File: config.mk
export PLATFORM = sky130hd
export DESIGN_NAME = cal_retain_ctrl
export DESIGN_NICKNAME = d
export VERILOG_FILES = /design/src/rtl/cal_retain_pkg.sv /design/src/rtl/cal_bank.sv /design/src/rtl/cal_restore_seq.sv /design/src/rtl/cal_retain_ctrl.sv
export SDC_FILE = /design/constraint.sdc
export NUM_CORES = 1
export LEC_CHECK = 0
export BUFFER_PORTS_ARGS = -buffer_cell sky130_fd_sc_hd__buf_2
export CAP_MARGIN = 20
export CELL_PAD_IN_SITES_DETAIL_PLACEMENT = 1
export CELL_PAD_IN_SITES_GLOBAL_PLACEMENT = 2
export CORE_ASPECT_RATIO = 1.4
export CORE_MARGIN = 8
export CORE_UTILIZATION = 30
export DETAILED_ROUTE_END_ITERATION = 10
export GPL_TIMING_DRIVEN = 0
export PLACE_DENSITY = 0.67
export SKIP_LAST_GASP = 1
export SYNTH_ARGS = -nofsm -noshare
export SYNTH_HDL_FRONTEND = slang
export SYNTH_HIERARCHICAL = 1
export SYNTH_SLANG_ARGS = --single-unit
File: constraint.sdc
create_clock -name clk -period 3.7 [get_ports clk]
set_input_delay 0.185 -clock clk [delete_from_list [all_inputs] [get_ports clk]]
set_output_delay 0.185 -clock clk [all_outputs]
set_load 0.02 [all_outputs]
File: src/rtl/cal_retain_pkg.sv
package cal_retain_pkg;
  // Entries per bank; mask bit positions map one to one onto these indices.
  localparam int N_ENTRY = 6;
  localparam int IDX_W   = 3;

  // Control register fields
  localparam int CTRL_EN_BIT   = 0;
  localparam int CTRL_FORCE_BIT = 1;
  localparam int CTRL_MASK_LSB = 8;

  // Access register fields
  localparam int ACC_GO_BIT  = 0;
  localparam int ACC_WR_BIT  = 1;
  localparam int ACC_IDX_LSB = 4;

  typedef enum logic {SEQ_IDLE, SEQ_WALK} seq_state_e;
endpackage

File: src/rtl/cal_bank.sv
module cal_bank
  import cal_retain_pkg::*;
#(
  parameter int DATA_W  = 28,
  parameter int ACC_LAT = 2
) (
  input  logic              clk,
  input  logic              rst_n,
  input  logic              acc_we,
  input  logic              data_we,
  input  logic              stall,
  input  logic [31:0]       wdata,
  input  logic [IDX_W-1:0]  rd_idx,
  output logic [DATA_W-1:0] rd_word,
  output logic [31:0]       acc_reg,
  output logic [31:0]       data_reg
);
  localparam int CNT_W = (ACC_LAT > 1) ? $clog2(ACC_LAT) : 1;

  logic                            go_q, go_d;
  logic                            wr_q, wr_d;
  logic [IDX_W-1:0]                idx_q, idx_d;
  logic [CNT_W-1:0]                cnt_q, cnt_d;
  logic [DATA_W-1:0]               data_q, data_d;
  logic [N_ENTRY-1:0][DATA_W-1:0]  tbl_q, tbl_d;
  logic                            upd_en;
  logic                            idx_ok;

  assign idx_ok = (32'(idx_q) < N_ENTRY);
  assign upd_en = acc_we | data_we | go_q;

  always_comb begin
    go_d   = go_q;
    wr_d   = wr_q;
    idx_d  = idx_q;
    cnt_d  = cnt_q;
    data_d = data_q;
    tbl_d  = tbl_q;
    if (data_we) data_d = wdata[DATA_W-1:0];
    if (acc_we && !go_q) begin
      wr_d  = wdata[ACC_WR_BIT];
      idx_d = wdata[ACC_IDX_LSB +: IDX_W];
      if (wdata[ACC_GO_BIT]) begin
        go_d  = 1'b1;
        cnt_d = CNT_W'(ACC_LAT - 1);
      end
    end else if (go_q && !stall) begin
      if (cnt_q == '0) begin
        go_d = 1'b0;
        if (wr_q) begin
          if (idx_ok) tbl_d[idx_q] = data_q;
        end else begin
          data_d = idx_ok ? tbl_q[idx_q] : '0;
        end
      end else begin
        cnt_d = cnt_q - 1'b1;
      end
    end
  end

  always_ff @(posedge clk or negedge rst_n) begin
    if (!rst_n) begin
      go_q   <= 1'b0;
      wr_q   <= 1'b0;
      idx_q  <= '0;
      cnt_q  <= '0;
      data_q <= '0;
      tbl_q  <= '0;
    end else if (upd_en) begin
      go_q   <= go_d;
      wr_q   <= wr_d;
      idx_q  <= idx_d;
      cnt_q  <= cnt_d;
      data_q <= data_d;
      tbl_q  <= tbl_d;
    end
  end

  always_comb begin
    acc_reg = '0;
    acc_reg[ACC_GO_BIT] = go_q;
    acc_reg[ACC_WR_BIT] = wr_q;
    acc_reg[ACC_IDX_LSB +: IDX_W] = idx_q;
  end

  assign data_reg = 32'(data_q);
  assign rd_word  = (32'(rd_idx) < N_ENTRY) ? tbl_q[rd_idx] : '0;


  stall_hold_chk: assert property (@(posedge clk) disable iff (!rst_n)
    (go_q && stall) |=> go_q);


  busy_lock_chk: assert property (@(posedge clk) disable iff (!rst_n)
    (go_q && acc_we) |=> ($stable(idx_q) && $stable(wr_q)));
endmodule

File: src/rtl/cal_restore_seq.sv
module cal_restore_seq
  import cal_retain_pkg::*;
#(
  parameter int NUM_CHAINS = 3,
  parameter int CH_W       = 2
) (
  input  logic               clk,
  input  logic               rst_n,
  input  logic               ctrl_we,
  input  logic [31:0]        wdata,
  output logic               en_q,
  output logic [N_ENTRY-1:0] mask_q,
  output logic               force_q,
  output logic               walk,
  output logic [CH_W-1:0]    ch_q,
  output logic [IDX_W-1:0]   idx_q,
  output logic [31:0]        ctrl_reg
);
  seq_state_e         state_q, state_d;
  logic               en_d, force_d;
  logic [N_ENTRY-1:0] mask_d;
  logic [CH_W-1:0]    ch_d;
  logic [IDX_W-1:0]   idx_d;
  logic               accept, last_slot, upd_en;

  assign accept    = ctrl_we && !force_q;
  assign walk      = (state_q == SEQ_WALK);
  assign last_slot = (ch_q == CH_W'(NUM_CHAINS - 1)) && (idx_q == IDX_W'(N_ENTRY - 1));
  assign upd_en    = ctrl_we | force_q;

  always_comb begin
    state_d = state_q;
    en_d    = en_q;
    mask_d  = mask_q;
    force_d = force_q;
    ch_d    = ch_q;
    idx_d   = idx_q;
    if (accept) begin
      en_d   = wdata[CTRL_EN_BIT];
      mask_d = wdata[CTRL_MASK_LSB +: N_ENTRY];
      if (wdata[CTRL_FORCE_BIT]) begin
        force_d = 1'b1;
        state_d = wdata[CTRL_EN_BIT] ? SEQ_WALK : SEQ_IDLE;
        ch_d    = '0;
        idx_d   = '0;
      end
    end else if (walk) begin
      if (last_slot) begin
        state_d = SEQ_IDLE;
        force_d = 1'b0;
      end else if (idx_q == IDX_W'(N_ENTRY - 1)) begin
        idx_d = '0;
        ch_d  = ch_q + 1'b1;
      end else begin
        idx_d = idx_q + 1'b1;
      end
    end else if (force_q) begin
      force_d = 1'b0;
    end
  end

  always_ff @(posedge clk or negedge rst_n) begin
    if (!rst_n) begin
      state_q <= SEQ_IDLE;
      en_q    <= 1'b0;
      mask_q  <= '0;
      force_q <= 1'b0;
      ch_q    <= '0;
      idx_q   <= '0;
    end else if (upd_en) begin
      state_q <= state_d;
      en_q    <= en_d;
      mask_q  <= mask_d;
      force_q <= force_d;
      ch_q    <= ch_d;
      idx_q   <= idx_d;
    end
  end

  always_comb begin
    ctrl_reg = '0;
    ctrl_reg[CTRL_EN_BIT]    = en_q;
    ctrl_reg[CTRL_FORCE_BIT] = force_q;
    ctrl_reg[CTRL_MASK_LSB +: N_ENTRY] = mask_q;
  end


  walk_force_chk: assert property (@(posedge clk) disable iff (!rst_n)
    walk |-> force_q);


  ctrl_lock_chk: assert property (@(posedge clk) disable iff (!rst_n)
    (force_q && ctrl_we) |=> ($stable(mask_q) && $stable(en_q)));


  idle_force_clear_chk: assert property (@(posedge clk) disable iff (!rst_n)
    (force_q && !walk) |=> !force_q);
endmodule

File: src/rtl/cal_retain_ctrl.sv
module cal_retain_ctrl
  import cal_retain_pkg::*;
#(
  parameter int NUM_CHAINS = 3,
  parameter int DATA_W     = 28,
  parameter int ACC_LAT    = 2,
  localparam int ADDR_W    = $clog2(2 * NUM_CHAINS + 1),
  localparam int CH_W      = (NUM_CHAINS > 1) ? $clog2(NUM_CHAINS) : 1
) (
  input  logic                  clk,
  input  logic                  rst_n,
  input  logic                  host_we,
  input  logic [ADDR_W-1:0]     host_addr,
  input  logic [31:0]           host_wdata,
  output logic [31:0]           host_rdata,
  input  logic [NUM_CHAINS-1:0] chain_en,
  output logic                  radio_valid,
  output logic [CH_W-1:0]       radio_chain,
  output logic [IDX_W-1:0]      radio_index,
  output logic [DATA_W-1:0]     radio_data
);
  logic               en_q, force_q, walk;
  logic [N_ENTRY-1:0] mask_q;
  logic [CH_W-1:0]    ch_q;
  logic [IDX_W-1:0]   idx_q;
  logic [31:0]        ctrl_reg;
  logic               ctrl_we;

  logic [DATA_W-1:0]  words    [NUM_CHAINS];
  logic [31:0]        acc_regs [NUM_CHAINS];
  logic [31:0]        data_regs[NUM_CHAINS];

  assign ctrl_we = host_we && (host_addr == '0);

  cal_restore_seq #(.NUM_CHAINS(NUM_CHAINS), .CH_W(CH_W)) u_seq (
    .clk(clk), .rst_n(rst_n), .ctrl_we(ctrl_we), .wdata(host_wdata),
    .en_q(en_q), .mask_q(mask_q), .force_q(force_q), .walk(walk),
    .ch_q(ch_q), .idx_q(idx_q), .ctrl_reg(ctrl_reg)
  );

  for (genvar c = 0; c < NUM_CHAINS; c++) begin : g_bank
    logic acc_we_c, data_we_c;
    assign acc_we_c  = host_we && (host_addr == ADDR_W'(2 * c + 1));
    assign data_we_c = host_we && (host_addr == ADDR_W'(2 * c + 2));
    cal_bank #(.DATA_W(DATA_W), .ACC_LAT(ACC_LAT)) u_bank (
      .clk(clk), .rst_n(rst_n), .acc_we(acc_we_c), .data_we(data_we_c),
      .stall(walk), .wdata(host_wdata), .rd_idx(idx_q), .rd_word(words[c]),
      .acc_reg(acc_regs[c]), .data_reg(data_regs[c])
    );
  end

  always_comb begin
    host_rdata = '0;
    if (host_addr == '0) host_rdata = ctrl_reg;
    for (int c = 0; c < NUM_CHAINS; c++) begin
      if (host_addr == ADDR_W'(2 * c + 1)) host_rdata = acc_regs[c];
      if (host_addr == ADDR_W'(2 * c + 2)) host_rdata = data_regs[c];
    end
  end

  assign radio_valid = walk && mask_q[idx_q] && chain_en[ch_q];
  assign radio_chain = ch_q;
  assign radio_index = idx_q;
  assign radio_data  = words[ch_q];


  radio_force_chk: assert property (@(posedge clk) disable iff (!rst_n)
    radio_valid |-> (force_q && en_q));


  radio_index_chk: assert property (@(posedge clk) disable iff (!rst_n)
    radio_valid |-> (32'(radio_index) < N_ENTRY));
endmodule

Word level (Yosys, flattened, before mapping)
Index checks and enable logic that the tools add are counted.
{ "word_totals": {"regBits": 620, "input_bits": 41, "out_inout_bits": 66} }
{ "classes": {"n_addsub": 5, "n_lt_le_gt_ge": 13, "n_eq_ne": 17, "muxes": 94, "bitwise_logic": 14, "n_reduce_logical": 48} }
{ "op_table": {"columns": ["cell", "n"], "rows": [
  ["$mux W28", 32],
  ["$bmux W28 S3", 6],
  ["$bwmux W168", 3],
  ["$demux W28 S3", 3],
  ["$mux W32", 6],
  ["$bmux W28 S2", 1],
  ["$mux W1", 30],
  ["$logic_and A1 B1 Y1", 20],
  ["$reduce_and A6 Y1", 3],
  ["$lt A3 B4 Y1 const B", 4],
  ["$reduce_and A4 Y1", 4],
  ["$mux W3", 5],
  ["$mux W14", 1],
  ["$ne A2 B2 Y1 const B", 7],
  ["$eq A3 B3 Y1 const B", 4],
  ["$lt A3 B3 Y1 const B", 4],
  ["$reduce_and A3 Y1", 4],
  ["$mux W2", 5],
  ["$reduce_and A2 Y1", 5],
  ["$reduce_bool A2 Y1", 5],
  ["$ge A3 B1 Y1 const B", 3],
  ["$or A1 B1 Y1", 7],
  ["$eq A3 B2 Y1 const B", 2],
  ["$not A1 Y1", 6],
  ["15 further kinds", 21]
]} }

Longest topological paths before layout
{ "depth": {"depth_word": 8, "ltp_mapped": 9} }

Hierarchy
Netlist, hierarchy kept.
{ "by_module_without_submodules": {"columns": ["module", "n_inst", "cells_each", "area_per_inst_um2", "seq_area_each_um2"], "rows": [
  ["cal_bank at g_bank[1].u_bank ...", 2, 806, 10669.0, 5054.8],
  ["cal_bank at g_bank[0].u_bank", 1, 823, 10721.5, 5054.8],
  ["cal_retain_ctrl", 1, 401, 2855.2, 0.0],
  ["cal_restore_seq", 1, 100, 902.1, 350.3]
]} }

Worst setup path before layout
No wires, ideal clock.
{ "synth_timing": {"kind": "reg-to-output", "start": "register u_seq.idx_q[0]", "end": "output radio_data[0]", "arrival_time_ps": 2390, "required_time_ps": 3515, "slack_ps": 1125, "path_stages_with_launch": 9, "path_buffers": 4, "cell_sequence": "dfrtp_1 -> buf_4 -> buf_4 -> buf_4 -> buf_4 -> mux2i_1 -> o22ai_1 -> mux2i_1 -> o21ai_0"} }
{ "synth_lines": {"columns": ["item", "line", "text"], "rows": [
  ["start: declaration", "cal_restore_seq.sv:16", "output logic [IDX_W-1:0] idx_q,"],
  ["start signal: assignment", "cal_restore_seq.sv:76", "idx_q <= idx_d;"],
  ["end: declaration", "cal_retain_ctrl.sv:20", "output logic [DATA_W-1:0] radio_data"]
]} }

==> flow_summary.toml <==
[status]
status = "complete, no violations"

[clock_network]
insertion_delay_ns = 0.67
clockBufferDepth = 3
cts_made_buffers = 71
htree_levels = 3
clkSinkCount = 620
root_buffer = "clkbuf_16"
cts_tree = "yes"
clkSlewWorstSetupHoldPaths_ns = 0.06

[routing]
wl_um = 144000
first_pass_iters = 5
via_per_inst = 5.24
dr.first_iter.drc_count = 1602
drc_errors = 0
via_count = 25715
routedWlPerCell_um = 29.3
antenna_left = 0

[hold_path]
hp-class = "in -> reg"
worstHoldStart = "host_wdata[2]"
holdPathStages = 3
whs_endpoint = "g_bank[1].u_bank/data_q[2]"

[synthesis]
async_reset_ff_frac = 1.00
synth_edf_count = 0
ys_seq_elements = 620
synth_cell_types = 58
yosysSeqAreaShare = 0.433
avgSynthCellArea_um2 = 12.2
yosysWarningCount = 6
synth_top_area_cell = "dfrtp_1"
synth_area_leaders = "dfrtp_1, mux2_2, mux2i_1"
yosysTopAreaCellShare = 0.433
synth_flop_cell = "dfrtp_1"
syn_inst = 2936
synth_area_mm2 = 0.0358

[timing]
finalMaxSlewViolations = 0
rsz0062_at_grt = "false"
skew_ns = 0.0279
finalSetupViolCount = 0
fin_hold_ws_ns = 0.0620
hold_viol = 0
max-slew-margin-rel = 0.329
fin_crit_ns = 3.68
worst_slack_ns = 0.0174
max_freq_mhz = 272
tightest_slew_ns = 1.01
post-route-period-util = 0.995

[floorplanning]
ios = 107
die_height_um = 425
dieArea_mm2 = 0.131
die_w_um = 308
initial_utilization = 0.301
coreArea_mm2 = 0.119
rows = 150

[grt]
grt_max_degree = 111
grt_pass1_wl_um = 206000
grt.overflow.total = 0
antenna_found_initial = 7
grtUsageTotal = 0.218
grt_pass1_vias = 27614

[worst_setup_path]
reg2reg_to = "g_bank[1].u_bank/tbl_q[42]"
crit_slowest_cell = "dfrtp_4"
critPathKind = "reg -> out"
startpoint_type = "register"
crit_buf_inv = 4
r2r_start = "u_seq/walk"
path_cells = "clkbuf_4 > buf_2 > mux4_2 > inv_1 > o22ai_2 > mux2i_4 > o21ai_1 > buf_2"
cp.arrival_ns = 3.50
path_common_cell = "buf_2"
cp_max_fo = 14
max_stage_delay_ns = 0.63
cp.depth = 8
cp.required_ns = 3.51
reg2reg_slack_ns = 0.88
rr_worst_depth = 5
critPathTopFamily = "buffers and inverters"
end_kind = "output pin"

[power_and_ir_drop]
combPwrFrac = 0.308
p_per_area_mw_per_mm2 = 618
total_leakage_power_nw = 19.1
power_frac_seq = 0.402
power.switching_w = 0.0101
p_int_w = 0.0160
peakVddDrop_uv = 349
clkPwrFrac = 0.289
p_sw_frac = 0.387

[cells_and_area]
syn_to_final_growth_pct = 17.7
layout_common_cells = "dfrtp_1, mux2_2, mux2i_1"
regArea_mm2 = 0.0155
fin_util = 0.354
final_common_cell = "dfrtp_1"
finalInstanceArea_mm2 = 0.0421
antennaDiodeCount = 0
num-nets-final = 3300
drive_gt1_frac = 0.375
multi_input_area_mm2 = 0.0183
fin_cells = 4909
fillerInstances = 13008

[run]
max-cap-violations = 0

[placed_design]
io_buffers = 101
dp_cells = 4753
place_ws_ns = -0.618
gp_congestion = 0.864
place_area_mm2 = 0.0389
hpwl_um = 108000
[cell type report]
type	count	area share
multi-input combinational	1973	0.435
sequential	620	0.368
buffer	344	0.0574
clock buffer	101	0.0489
tap	1596	0.0474
timing repair buffer	137	0.0238
inverter	111	0.00989
clock inverter	27	0.00956
[state kept, by name, indices dropped and copies added, names as in the netlist]
name,count
g_bank.u_bank/cnt_q,3
g_bank.u_bank/data_q,84
g_bank.u_bank/go_q,3
g_bank.u_bank/idx_q,9
g_bank.u_bank/tbl_q,504
g_bank.u_bank/wr_q,3
u_seq/ch_q,2
u_seq/en_q,1
u_seq/force_q,1
u_seq/idx_q,3
u_seq/mask_q,6
u_seq/walk,1
[worst max path at each step]
stage | start | endpoint
finish | u_seq/idx_q[2] | radio_data[4]
global route | u_seq/idx_q[0] | radio_data[26]
CTS | u_seq/idx_q[1] | radio_data[7]
detailed placement | u_seq/idx_q[2] | radio_data[6]
global placement | rst_n | g_bank[2].u_bank/tbl_q[4]
floorplan | u_seq/idx_q[0] | radio_data[0]
[per-stage QoR]
stage / total power (W) / TNS [ns]
2_1_floorplan: 0.0147 / 0
3_3_place_gp: 0.0183 / -7246.16
3_5_place_dp: 0.0185 / -7.53
4_1_cts: 0.0263 / 0
5_1_grt: 0.0272 / 0
6_report: 0.0261 / 0
[metal layers]
metal | wire length [um] | up-vias | track usage | share of wire
met4 | 5210 | 4 | 0.0781 | 0.036
met3 | 6100 | 191 | 0.0302 | 0.042
li1 | - | 11268 | - | -
met5 | 23 | - | 0 | 0.00016
met2 | 71500 | 554 | 0.374 | 0.50
met1 | 60900 | 13698 | 0.279 | 0.42
[synthesized netlist by cell type, types with 3 or more instances]
| master | count |
|---|---|
| a211oi_1 | 21 |
| nand2_1 | 70 |
| nand2_2 | 4 |
| nor2b_1 | 51 |
| inv_1 | 110 |
| conb_1 | 4 |
| dfrtp_1 | 620 |
| buf_2 | 49 |
| nand3_2 | 5 |
| nor3_1 | 3 |
| o2bb2ai_1 | 26 |
| o21ai_1 | 20 |
| mux2i_1 | 367 |
| nand2b_1 | 34 |
| o22ai_1 | 148 |
| nor3_4 | 6 |
| a22oi_1 | 40 |
| buf_6 | 48 |
| o32ai_1 | 19 |
| a221oi_1 | 10 |
| mux2_2 | 531 |
| o21ai_0 | 112 |
| mux2_1 | 23 |
| buf_4 | 169 |
| a221o_1 | 6 |
| mux4_2 | 122 |
| buf_1 | 6 |
| clkbuf_1 | 71 |
| nand3_1 | 13 |
| a21oi_1 | 94 |
| mux2_4 | 5 |
| nor2_1 | 95 |
[tightest hold or removal path, delay by kind of cell]
kind                   cells  cell delay, ns
buffers and inverters      1            0.22
muxes                      1            0.17
AOI/OAI and AO/OA          1            0.09
[cell families (layout without fill, tap and decap cells)]
family | Yosys count | count (layout) | share of synthesized area
flip-flops | 620 | 620 | 0.433
AO/OA/AOI/OAI | 503 | 503 | 0.0872
AND/OR/NAND/NOR | 304 | 304 | 0.0459
other | 4 | 117 | 0.000419
adder cells (fa/ha/maj) | 1 | 1 | 0.000349
buffers and inverters | 456 | 720 | 0.0774
multiplexers | 1048 | 1048 | 0.356
[repair_timing]
action	CTS	global route
hold buffers	26	0
cloned	0	0
resized for setup	94	7
endpoints found under the hold margin	215	0
endpoints found under the setup margin	28	9
buffers inserted	3	0
[power groups by stage]
stage               combinational [W]  sequential, W  clock [W]
floorplan                     0.00536        0.00934          0
global placement              0.00771         0.0106          0
detailed placement            0.00791         0.0106          0
CTS                           0.00809         0.0105    0.00774
global route                  0.00853         0.0107    0.00796
finish                        0.00804         0.0105    0.00754
Power figures use the tool's default switching activity.
